<file path="src/rtl/hslot_va_rebuild.sv">
module hslot_va_rebuild #(
  parameter int PAGE_SHIFT = 12,
  parameter int SLOT_W     = 32
) (
  input  logic              clk,
  input  logic              rst,
  input  logic              in_valid,
  input  logic [63:0]       pte_word,
  input  logic [SLOT_W-1:0] slot_idx,
  input  logic [63:0]       hash_mask,
  output logic              out_valid,
  output logic [63:0]       out_vaddr,
  output logic              out_entry_valid
);
  localparam int GROUP_LOG2 = 3;

  logic [63:0] coarse, group, group_sel, page_idx, va_next;
  logic        is_large, is_second;

  assign is_large  = pte_word[2];
  assign is_second = pte_word[1];
  assign coarse    = {pte_word[47:7], 23'b0};
  assign group     = 64'(slot_idx) >> GROUP_LOG2;
  assign group_sel = is_second ? ~group : group;
  assign page_idx  = ((coarse >> 28) ^ group_sel) & hash_mask;
  assign va_next   = is_large ? coarse : (coarse | (page_idx << PAGE_SHIFT));

  always_ff @(posedge clk) begin
    if (rst) begin
      out_valid       <= 1'b0;
      out_vaddr       <= '0;
      out_entry_valid <= 1'b0;
    end else begin
      out_valid <= in_valid;
      if (in_valid) begin
        out_vaddr       <= va_next;
        out_entry_valid <= pte_word[0];
      end
    end
  end
endmodule


</file>
<file path="config.mk">
export PLATFORM = sky130hd
export DESIGN_NAME = hslot_va_rebuild
export DESIGN_NICKNAME = d
export VERILOG_FILES = /design/src/rtl/hslot_va_rebuild.sv
export SDC_FILE = /design/constraint.sdc
export NUM_CORES = 1
export LEC_CHECK = 0
export BUFFER_PORTS_ARGS = -buffer_cell sky130_fd_sc_hd__buf_4
export CAP_MARGIN = 5
export CELL_PAD_IN_SITES_DETAIL_PLACEMENT = 0
export CELL_PAD_IN_SITES_GLOBAL_PLACEMENT = 1
export CORE_AREA = 2 2 103 105
export DETAILED_ROUTE_END_ITERATION = 10
export DIE_AREA = 0 0 105 107
export GPL_TIMING_DRIVEN = 0
export PLACE_DENSITY = 0.83
export SYNTH_ARGS = -nofsm -noshare
export SYNTH_HDL_FRONTEND = slang
export SYNTH_SLANG_ARGS = --single-unit
</file>
<file path="constraint.sdc">
create_clock -name clk -period 2.2 [get_ports clk]
set_clock_uncertainty 0.2 [all_clocks]
set_input_delay 0 -clock clk [delete_from_list [all_inputs] [get_ports clk]]
set_output_delay 0 -clock clk [all_outputs]
set_load 0.01 [all_outputs]
</file>
; After elaboration in Yosys (flattened, before gate mapping)
; Index checks and enable logic that the tools add are counted.
[totals]
input_bits = 163
reg_bits = 66
word_cells = 9
out_inout_bits = 66
[op_classes]
bitwise = 4
muxes = 2
[ops]
columns = operator, n
row1 = 64-bit 2-to-1 mux, 1
row2 = 64-bit bitwise OR, 1
row3 = 52-bit bitwise AND, 1
row4 = 52-bit 2-to-1 mux, 1
row5 = 29-bit NOT with 52-bit output, 1
row6 = 36-bit by 52-bit XOR with 52-bit output, 1

; Logic depth before layout (Yosys ltp)
; Gate-level depths: netlist of the first run.
[depth]
word_depth = 6
mapped_depth = 6
ltp_nobuf = 3

; Worst setup path after synthesis of the first run
; Ideal clock, no wire load.
[synth_path]
path_kind = in2reg
from = input pte_word[1]
to = register out_vaddr[29]
arrival_ps = 937
path_slack_ps = 931
setup_ps = 132
stages = 5
t_required_ps = 1868
path_cell_list = buf_6 > buf_6 > xor3_1 > a311oi_1 > nor3_1
[synth_between]
elab_chain_len = 5
[synth_rtl]
columns = element, line_no
row1 = from (decl), 8  ; input logic [63:0] pte_word,
row2 = 52-bit 2-to-1 mux, 24  ; assign group_sel = is_second ? ~group : group;
row3 = 36-bit by 52-bit XOR with 52-bit output, 25  ; assign page_idx = ((coarse >> 28) ^ group_sel) & hash_mask;
row4 = 52-bit bitwise AND, 25
row5 = 64-bit bitwise OR, 26  ; assign va_next = is_large ? coarse : (coarse | (page_idx << PAGE_SHIFT));
row6 = 64-bit 2-to-1 mux, 26
row7 = to (signal assigned), 36  ; out_vaddr <= va_next;
row8 = to (decl), 12  ; output logic [63:0] out_vaddr,
; No other way between the ends.
; A chain may end at the register's enable or synchronous reset.

==> results of run 1 <==
==> cells in the mapped netlist, drive strengths merged <==
cell | n | area share, %
a311oi | 18 | 5.3
nor2b | 3 | 0.64
xor3 | 29 | 23
buf | 24 | 5.8
a21oi | 23 | 3.9
dfxtp | 54 | 37
xor2 | 7 | 2.1
a211oi | 16 | 4.1
a32oi | 11 | 3.3
nor3 | 18 | 3.1
nor2 | 46 | 5.9
nand3 | 7 | 1.2
mux2i | 8 | 2.7
clkinv | 1 | 0.13
conb | 1 | 0.13
inv | 1 | 0.13
clkbuf | 13 | 1.7
==> final timing paths <==
path                                     from       endpoint  slack (ps)  depth (start not counted)
worst min-delay path                 in_valid  out_vaddr[58]          80                          4
worst max-delay path                 in_valid  out_vaddr[42]         110                          8
worst max register to register  out_vaddr[46]  out_vaddr[46]         770                          3
worst min register to register  out_vaddr[23]  out_vaddr[23]         280                          2
==> worst min-delay path, cell delays in order <==
cell      delay, ps
buf_2           140
buf_2           230
nor2_1          130
a211oi_1         50
==> sequential cells by signal, indices dropped and copies added, names as in the netlist <==
name	count
out_valid	1
out_entry_valid	1
out_vaddr	52
==> cells in the final DEF (no fill, tap or decap), types with 3 or more instances in the layout <==
master / Yosys / routed
a211oi_1: 16 / 16
a21oi_1: 23 / 23
a311oi_1: 18 / 18
a32oi_1: 11 / 11
buf_2: 5 / 4
buf_4: 14 / 193
buf_6: 3 / 3
clkbuf_1: 12 / 13
clkbuf_8: 0 / 5
conb_1: 1 / 12
dfxtp_1: 54 / 54
dlygate4sd3_1: 0 / 113
mux2i_1: 8 / 8
nand3_1: 7 / 7
nor2_1: 46 / 46
nor2b_1: 3 / 3
nor3_1: 18 / 18
xor2_1: 7 / 7
xor3_1: 29 / 29
==> per-stage QoR <==
| step | setup slack, ps | hold slack [ps] | util [%] | cell area (um^2) | total power [W] |
|---|---|---|---|---|---|
| 2_1_floorplan | 931 | -52.7 | - | 2990 | 0.00146 |
| 3_3_place_gp | 746 | 38.3 | 44.6 | 4500 | 0.00182 |
| 3_5_place_dp | 734 | 48.0 | 44.6 | 4500 | 0.00184 |
| 4_1_cts | 65.9 | 76.9 | 56.9 | 5740 | 0.00270 |
| 5_1_grt | 12.9 | 82.4 | 56.9 | 5740 | 0.00280 |
| 6_report | 107 | 82.6 | 56.9 | 5740 | 0.00269 |
==> logic make-up after synthesis <==
logic type | after synthesis | share of synthesized area (%)
compound gates | 68 | 16.6
mux | 8 | 2.71
xor+xnor | 36 | 25.4
other cells | 1 | 0.127
buf+inv | 39 | 7.76
simple gates | 74 | 10.7
flops | 54 | 36.6
==> power groups by stage <==
stage	sequential (W)	combinational, W	clock, W
after floorplan	0.00113	0.000336	0
after global placement	0.00110	0.000727	0
after detailed placement	0.00110	0.000738	0
after CTS	0.00108	0.000907	0.000720
after global routing	0.00109	0.000978	0.000737
final	0.00108	0.000915	0.000698
==> metal layers <==
metal | wire length [um] | track usage [%] | share of wire [%]
met4 | 205 | 6.19 | 1.7
met3 | 693 | 4.19 | 5.8
met5 | 0 | 0 | 0
met2 | 6410 | 39.7 | 54
met1 | 4600 | 23.2 | 39
==> timing repair <==
action                     CTS  global route
hold endpoints to repair    54             0
hold buffers               113             0
gates resized for setup      0             3
setup endpoints to repair    0             7
==> cell type report <==
cell class | count | share of cell area [%]
inverters | 2 | 0.131
multi-input cells | 198 | 29.3
well taps | 136 | 2.96
repair buffers | 291 | 43.0
plain buffers | 37 | 3.92
flip-flops and latches | 54 | 18.8
clock inverters | 2 | 0.654
clock buffers | 6 | 1.26
==> impl_metrics.csv, run 1 <==
group,metric,value,unit
finish,fillers,909,
logic_synthesis,synthCells,280,
timing,finalCriticalPeriod,2090,ps
floorplanning,die_h,107,um
pwr,leakage,2.75,nW
pwr,clkPwrFrac,25.9,%
logic_synthesis,synth.distinct_cells,21,
placed_design,dp_cells,605,
global_route,grt-ovfl-total,0,
timing,hold_violations,0,
drt,ant_nets,0,
placed_design,gp_congestion,0.791,
drt,viasPerCell,4.65,
global_route,grt_first_pass_wirelength,18200,um
finish,final_nets,752,
timing,setup_tns,0,ps
clock_tree,h-tree-depth,2,
clock_tree,clk_pin_slew,110,ps
timing,slew-limit-headroom,55.4,%
floorplanning,start_util,29.2,%
critical_path,cp-start-kind,"input port",
pwr,p_sw_share,27.0,%
finish,diodes,0,
critical_path,cp_data_required_time,2270,ps
drt,vias,3374,
logic_synthesis,synth_warnings,0,
floorplanning,die-area,0.0112,mm^2
pwr,internal_power,0.00196,W
logic_synthesis,ys_ff_latch,54,
finish,syn_to_final_growth,94.7,%
drt,drc,0,
logic_synthesis,synth_area_per_cell,10.5,um^2
global_route,track_usage,20.8,%
placed_design,dp_hpwl,8460,um
run,maxCapViolCount,0,
finish,drive_above_1_share,35.4,%
clock_tree,clockBufferDepth,2,
pwr,vdd_ir_drop_max,0.000290,V
clock_tree,clock-sinks,54,
timing,clock.fmax,478,MHz
logic_synthesis,ys_seq_area_share,36.6,%
critical_path,critPathSlowestCell,"dlygate4sd3_1",
critical_path,crit_type,"input port to flip-flop",
timing,worst_slew_pin_slew,669,ps
critical_path,end_kind,"flip-flop",
finish,seq_area,0.00108,mm^2
finish,multi_input_area,0.00168,mm^2
outcome,status,"finished, final reports clean",
drt,wire_per_inst,16.4,um
drt,drt-initial-drc-count,161,
timing,post-route-period-util,95.1,%
pwr,power_density,469,mW/mm^2
critical_path,crit_chain,"buf_2, nor2b_1, buf_2, buf_4, nand3_1, dlygate4sd3_1, a21oi_1, dlygate4sd3_1",
pwr,combPwrFrac,34.0,%
timing,finalMaxSlewViolations,0,
finish,fin_cells,726,
hold_path,holdCritPathClass,"input port to flip-flop",
pwr,p_sw,0.000728,W
critical_path,cp.arrival,2160,ps
global_route,grt_start_max_net_pins,17,
critical_path,critPathMaxFanout,10,
clock_tree,cts_setup_buffers,0,
clock_tree,cts_tree,"yes",
timing,rsz0062_at_grt,"false",
global_route,antenna_found_initial,0,
global_route,grt_pass1_vias,3549,
placed_design,port_buffers,178,
clock_tree,clock-root-buffer,"clkbuf_8",
floorplanning,core_area,0.0101,mm^2
critical_path,cp_num_buf_inv,5,
clock_tree,cts_made_buffers,5,
pwr,pwr-share-seq,40.1,%
drt,drt_pass1_iterations,4,
timing,finalSetupViolCount,0,
clock_tree,worstSkewPairLatency,310,ps
logic_synthesis,syn-cell-area,0.00295,mm^2
floorplanning,die_x,105,um
floorplanning,boundaryPins,229,
floorplanning,core.rowCount,37,
critical_path,cp_top_family,"buffers and inverters",
drt,drt_wl_total,11900,um
critical_path,cpPeakStageDelay,580,ps
Power figures use the tool's default switching activity.
==> inputs of run 2 (changes only) <==
Settings changed: HOLD_SLACK_MARGIN from default to 0.15.
==> run 2 against run 1 <==
Effect of this change:
- the run now fails in 4_1_cts
- area after synthesis did not move
- synthesized cell count is the same
==> impl_metrics.csv, run 2 <==
group,metric,value,unit
outcome,status,"did not finish",
outcome,stop_stage,"4_1_cts",
outcome,error,"[ERROR RSZ-0060] Max buffer count reached.",
floorplanning,boundaryPins,229,
clock_tree,ctsResizeCount,0,
logic_synthesis,ys.flop_type,"dfxtp_1",
floorplanning,start_util,29.2,%
logic_synthesis,synth_top_cell_by_area,"dfxtp_1",
logic_synthesis,netlist_top_cells_area,"dfxtp_1 (37%), xor3_1 (23%), nor2_1 (5.9%), a311oi_1 (5.3%), a211oi_1 (4.1%)",
clock_tree,clock-sinks,54,
clock_tree,cts_hold_buffers,123,
placed_design,dp_cells,605,
clock_tree,clock-root-buffer,"clkbuf_8",
logic_synthesis,synth_async_sr_flop_share,0,%
clock_tree,clockBufferDepth,2,
logic_synthesis,synth.distinct_cells,21,
logic_synthesis,synthMostInstantiatedCell,"dfxtp_1",
logic_synthesis,synthTopCellsByCount,"dfxtp_1 (54), nor2_1 (46), xor3_1 (29), a21oi_1 (23)",
logic_synthesis,synth_edf_count,0,
logic_synthesis,synth_area_per_cell,10.5,um^2
floorplanning,die_x,105,um
logic_synthesis,ys_ff_latch,54,
clock_tree,h-tree-depth,2,
logic_synthesis,ys_seq_area_share,36.6,%
placed_design,gp_congestion,0.791,
clock_tree,cts_made_buffers,5,
logic_synthesis,yosysTopAreaCellShare,36.6,%
floorplanning,core.rowCount,37,
floorplanning,die_h,107,um
placed_design,port_buffers,178,
logic_synthesis,syn-cell-area,0.00295,mm^2
placed_design,dp_hpwl,8460,um
clock_tree,cts_setup_buffers,0,
logic_synthesis,synthCells,280,
logic_synthesis,synth_warnings,0,
run 2: cell counts after synthesis:
Identical to the previous run, type by type.
run 2: per-stage QoR:
step	cell area, um^2	hold WS, ps	utilization, %	worst slack [ps]
after floorplan	2990	-52.7	-	931
after global placement	4500	38.3	44.6	746
after detailed placement	4500	48.0	44.6	734
run 2: logic make-up after synthesis:
logic type,count (synthesis),synth area share (%)
buf+inv,39,7.76
mux,8,2.71
xor+xnor,36,25.4
other cells,1,0.127
simple gates,74,10.7
compound gates,68,16.6
flops,54,36.6
==> inputs of run 3 (changes only) <==
Settings changed: CELL_PAD_IN_SITES_DETAIL_PLACEMENT 0 to default, CELL_PAD_IN_SITES_GLOBAL_PLACEMENT 1 to default, CORE_AREA 2 2 103 105 to 2 2 125 127, DIE_AREA 0 0 105 107 to 0 0 127 129, HOLD_SLACK_MARGIN 0.15 to default, PLACE_DENSITY 0.83 to default, PLACE_DENSITY_LB_ADDON from default to 0.15.
==> run 3 against run 2 <==
Effect of this change:
- the flow now finishes without violations
==> impl_metrics.csv, run 3 (synthesis gave the netlist of run 1 again) <==
group,metric,value,unit
finish,diodes,0,
global_route,grt_first_pass_wirelength,19000,um
critical_path,cpPeakStageDelay,580,ps
drt,drt_pass1_iterations,4,
clock_tree,h-tree-depth,2,
hold_path,holdCritPathClass,"input port to flip-flop",
global_route,grt_pass1_vias,3486,
critical_path,cp.arrival,2010,ps
outcome,status,"finished, final reports clean",
finish,layout_common_cells,"buf_4 (192), dlygate4sd3_1 (113), dfxtp_1 (54), nor2_1 (46), xor3_1 (29)",
pwr,vdd_ir_drop_max,0.000318,V
finish,top_regs,"out_vaddr (52), out_entry_valid (1), out_valid (1)",
finish,final_nets,752,
placed_design,port_buffers,178,
drt,drt_wl_total,12600,um
critical_path,cp_data_required_time,2170,ps
clock_tree,clk_pin_slew,70,ps
clock_tree,cts_setup_buffers,0,
pwr,leakage,2.76,nW
clock_tree,cts_made_buffers,5,
drt,ant_nets,0,
timing,worst_slew_pin_slew,697,ps
critical_path,ff2ff_setup_slack,780,ps
clock_tree,clock-sinks,54,
placed_design,gp_congestion,0.726,
global_route,grt_start_max_net_pins,16,
global_route,antenna_found_initial,0,
critical_path,ff2ff_path_depth,3,
timing,clock.fmax,490,MHz
critical_path,critPathSlowestCell,"dlygate4sd3_1",
pwr,power,0.00278,W
timing,setup_tns,0,ps
pwr,power_density,477,mW/mm^2
clock_tree,cts_tree,"yes",
drt,drc,0,
floorplanning,core_area,0.0150,mm^2
critical_path,crit_chain,"dlygate4sd3_1, buf_4, xor3_1, a311oi_1, dlygate4sd3_1, nor3_1",
critical_path,crit_type,"input port to flip-flop",
drt,drt-initial-drc-count,85,
clock_tree,clockBufferDepth,2,
critical_path,cp-start-kind,"input port",
drt,viasPerCell,4.23,
timing,finalCriticalPeriod,2040,ps
critical_path,cpMostUsedCell,"dlygate4sd3_1",
critical_path,critPathMaxFanout,2,
timing,finalSetupViolCount,0,
timing,hold_violations,0,
drt,wire_per_inst,16.2,um
finish,top_register,"out_vaddr",
critical_path,r2r-end,"out_vaddr[21]",
timing,post-route-period-util,92.8,%
run,maxCapViolCount,0,
floorplanning,die_x,127,um
placed_design,dp_hpwl,9390,um
hold_path,hold_path_end,"out_vaddr[58]",
floorplanning,core.rowCount,45,
clock_tree,worstSkewPairLatency,300,ps
finish,final_common_cell,"buf_4",
timing,finalMaxSlewViolations,0,
drt,vias,3283,
floorplanning,start_util,19.7,%
timing,rsz0062_at_grt,"false",
floorplanning,boundaryPins,229,
finish,drive_above_1_share,35.3,%
floorplanning,die-area,0.0164,mm^2
hold_path,worstHoldStart,"in_valid",
global_route,track_usage,15.4,%
timing,slew-limit-headroom,53.6,%
finish,largest_register_ffs,52,
global_route,grt-ovfl-total,0,
critical_path,timing.rr.start,"out_vaddr[21]",
hold_path,hold_depth,4,
clock_tree,clock-root-buffer,"clkbuf_16",
critical_path,end_kind,"flip-flop",
floorplanning,die_h,129,um
finish,syn_to_final_growth,98.0,%
-- run 3: routing by layer --
layer  up-vias  track usage [%]  wire, um
met5         -                0         0
met4         0             5.49       269
met3        15             4.53       659
met2       100             28.1      6510
met1      1551             17.0      5150
li1       1617                -         -
-- run 3: layout make-up --
cell class | instances | area (um^2)
Fill cell | 1530 | 9140
Timing Repair Buffer | 291 | 2470
Multi-Input combinational cell | 198 | 1680
Sequential cell | 54 | 1080
Tap cell | 188 | 235
Buffer | 37 | 231
Clock buffer | 6 | 129
Clock inverter | 1 | 7.51
Inverter | 2 | 7.51
-- run 3: where the power goes --
group          leakage, nW  internal [W]  switching, W
sequential           0.447       0.00104     0.0000343
clock               0.0629      0.000418      0.000376
combinational         2.25      0.000580      0.000335
total                 2.76       0.00204      0.000744
-- run 3: metrics by stage --
stage | setup WS [ps] | hold WS, ps | instances | cell area, um^2 | utilization, %
final | 159 | 110 | 777 | 5840 | 39.0
after global routing | 43.0 | 127 | 777 | 5840 | 39.0
after CTS | 15.8 | 89.5 | 777 | 5830 | 38.9
after detailed placement | 704 | 56.2 | 657 | 4560 | 30.5
after global placement | 703 | 39.8 | 657 | 4560 | 30.5
after floorplan | 931 | -52.7 | 291 | 2990 | -
-- run 3: worst max-delay path: cells and delay by family --
kind | cells | cell delay, ps
simple gates | 1 | 50
compound gates | 1 | 280
xor+xnor | 1 | 400
buf+inv | 3 | 1280
-- run 3: how the worst max path moves through the flow --
stage | start | endpoint | slack [ps] | cells past startpoint
4_1_cts | in_valid | out_vaddr[46] | 20 | 8
3_5_place_dp | rst | out_vaddr[37] | 700 | 3
3_3_place_gp | pte_word[2] | out_vaddr[35] | 700 | 5
6_report | pte_word[29] | out_vaddr[29] | 160 | 6
5_1_grt | in_valid | out_vaddr[47] | 40 | 8
2_1_floorplan | pte_word[1] | out_vaddr[29] | 930 | 5
-- run 3: repair_timing --
item | in CTS | in global routing
endpoints found under the hold margin | 54 | 0
resized for setup | 0 | 5
setup endpoints to repair | 0 | 3
hold buffers | 113 | 0
==> inputs of run 4 (changes only) <==
Settings changed: GPL_TIMING_DRIVEN 0 to default.
==> run 4 against run 3 <==
Effect of this change:
- the flow now finishes with violations (hold timing)
- clock-buffer cell count is the same
- worst hold slack lost 120 ps
- clock power grew 7.4%
- first-iteration DRC count grew 22%
- wire length shrank 3.8%
- critical path depth grew 1
- final cell count shrank 3.1%
- total power grew 1.1%
- global-route usage shrank 0.59 points
- combinational power shrank 3.0%
- critical path type unchanged
- critical endpoint is now out_vaddr[57]
==> impl_metrics.csv, run 4 (synthesis gave the netlist of run 1 again) <==
group,metric,value,unit
finish,largest_register_ffs,52,
global_route,met3_usage,3.53,%
critical_path,cpMostUsedCell,"dlygate4sd3_1",
pwr,leakage,2.70,nW
floorplanning,die_x,127,um
drt,viasPerCell,4.25,
pwr,clkPwrFrac,30.3,%
timing,finalCriticalPeriod,2020,ps
critical_path,cp-start-kind,"input port",
floorplanning,die-area,0.0164,mm^2
critical_path,timing.rr.start,"out_vaddr[41]",
critical_path,startpoint,"pte_word[1]",
critical_path,critPathMaxFanout,31,
floorplanning,start_util,19.7,%
pwr,power_density,492,mW/mm^2
hold_path,worstHoldStart,"rst",
clock_tree,clock-sinks,54,
clock_tree,cts_setup_buffers,0,
finish,fillers,1505,
clock_tree,worstSkewPairLatency,300,ps
timing,post-route-period-util,91.8,%
timing,rsz0062_at_grt,"false",
critical_path,ff2ff_setup_slack,740,ps
outcome,status,"finished with violations",
global_route,grt_start_max_net_pins,55,
pwr,pwr-share-seq,38.2,%
hold_path,holdCritPathClass,"input port to flip-flop",
pwr,combPwrFrac,31.5,%
finish,layout_common_cells,"buf_4 (187), dlygate4sd3_1 (115), dfxtp_1 (54), nor2_1 (46), xor3_1 (29)",
critical_path,cpPeakStageDelay,570,ps
drt,drc,0,
clock_tree,cts_made_buffers,5,
timing,timing.hold.ws,-14.7,ps
placed_design,port_buffers,181,
clock_tree,h-tree-depth,2,
timing,setup_tns,0,ps
timing,hold_violations,2,
clock_tree,clk_pin_slew,70,ps
global_route,grt_first_pass_wirelength,18500,um
timing,finalMaxSlewViolations,0,
critical_path,crit_type,"input port to flip-flop",
global_route,grt-ovfl-total,0,
placed_design,gp_congestion,0.742,
finish,final_nets,727,
timing,worst_slew_pin_slew,894,ps
pwr,p_sw,0.000755,W
pwr,internal_power,0.00206,W
critical_path,crit_chain,"buf_8, nor2b_1, buf_4, a21oi_1, dlygate4sd3_1, a211oi_1, dlygate4sd3_1",
global_route,track_usage,14.8,%
timing,finalSetupViolCount,0,
timing,worst_slack,180,ps
pwr,p_sw_share,26.8,%
floorplanning,boundaryPins,229,
clock_tree,clockBufferDepth,2,
drt,wire_per_inst,16.1,um
outcome,violations,"hold timing",
finish,drive_above_1_share,34.9,%
pwr,power,0.00282,W
run,maxCapViolCount,0,
placed_design,dp_slack,530,ps
global_route,grt_pass1_vias,3378,
clock_tree,cts_tree,"yes",
floorplanning,die_h,129,um
global_route,grt_busiest_layer,"met2",
finish,top_regs,"out_vaddr (52), out_entry_valid (1), out_valid (1)",
drt,drt-initial-drc-count,104,
global_route,antenna_found_initial,0,
critical_path,cp.arrival,2070,ps
timing,slew-limit-headroom,40.2,%
finish,syn_to_final_growth,94.2,%
finish,top_register,"out_vaddr",
pwr,vdd_ir_drop_max,0.000277,V
timing,clock.fmax,495,MHz
global_route,use_met2,26.9,%
critical_path,cp_data_required_time,2250,ps
critical_path,end_kind,"flip-flop",
critical_path,critPathSlowestCell,"dlygate4sd3_1",
drt,ant_nets,0,
finish,diodes,0,
clock_tree,clock-root-buffer,"clkbuf_16",
global_route,use_met1,17.3,%
drt,drt_wl_total,12100,um
placed_design,dp_hpwl,8050,um
finish,final_common_cell,"buf_4",
floorplanning,core.rowCount,45,
drt,drt_pass1_iterations,4,
drt,vias,3198,
floorplanning,core_area,0.0150,mm^2
[run 4: changes by cell type in the layout (fill, tap and decap cells not counted), sizes merged]
cell,change
clkinv,+1
clkbuf,-15
dlygate4sd3,+2
buf,-12
[run 4: final cells by class]
class / instances / area (um^2) / share of cell area (%)
Clock inverter: 2 / 12.5 / 0.218
Multi-Input combinational cell: 198 / 1680 / 29.4
Tap cell: 188 / 235 / 4.11
Timing Repair Buffer: 303 / 2570 / 44.9
Inverter: 2 / 7.51 / 0.131
Clock buffer: 6 / 139 / 2.42
Sequential cell: 54 / 1080 / 18.9
[run 4: power by group through the flow]
stage	registers [W]	logic [W]	clock network (W)
6_report	0.00108	0.000888	0.000852
5_1_grt	0.00108	0.000962	0.000939
4_1_cts	0.00108	0.000892	0.000896
3_5_place_dp	0.00110	0.000717	0
3_3_place_gp	0.00110	0.000712	0
2_1_floorplan	0.00113	0.000336	0
[run 4: timing repair]
action                                  CTS  global route
hold endpoints to repair                 54             0
resized for setup                         0             2
endpoints found under the setup margin    0             1
hold buffers                            115             0
[run 4: worst paths after layout]
path	end	cells past startpoint
setup / recovery	out_vaddr[57]	7
hold / removal	out_entry_valid	2
setup reg to reg	out_vaddr[41]	3
hold reg to reg	out_vaddr[23]	2
[run 4: critical path, delay by kind of cell]
kind / cells / cell delay, ps
buf+inv: 4 / 1590
simple gates: 1 / 160
compound gates: 2 / 310
[run 4: through the flow]
step	cell area, um^2	hold WS (ps)	std cells	utilization, %
2_1_floorplan	2990	-52.7	291	-
3_3_place_gp	4420	34.8	630	29.5
3_5_place_dp	4420	49.5	630	29.5
4_1_cts	5720	5.76	753	38.2
5_1_grt	5730	25.9	753	38.3
6_report	5730	-14.7	753	38.3
[run 4: routing by layer]
layer / up-vias / part of all wire [%]
met4: 0 / 1.7
met5: - / 0
met2: 89 / 52
li1: 1567 / -
met1: 1530 / 42
met3: 12 / 4.5
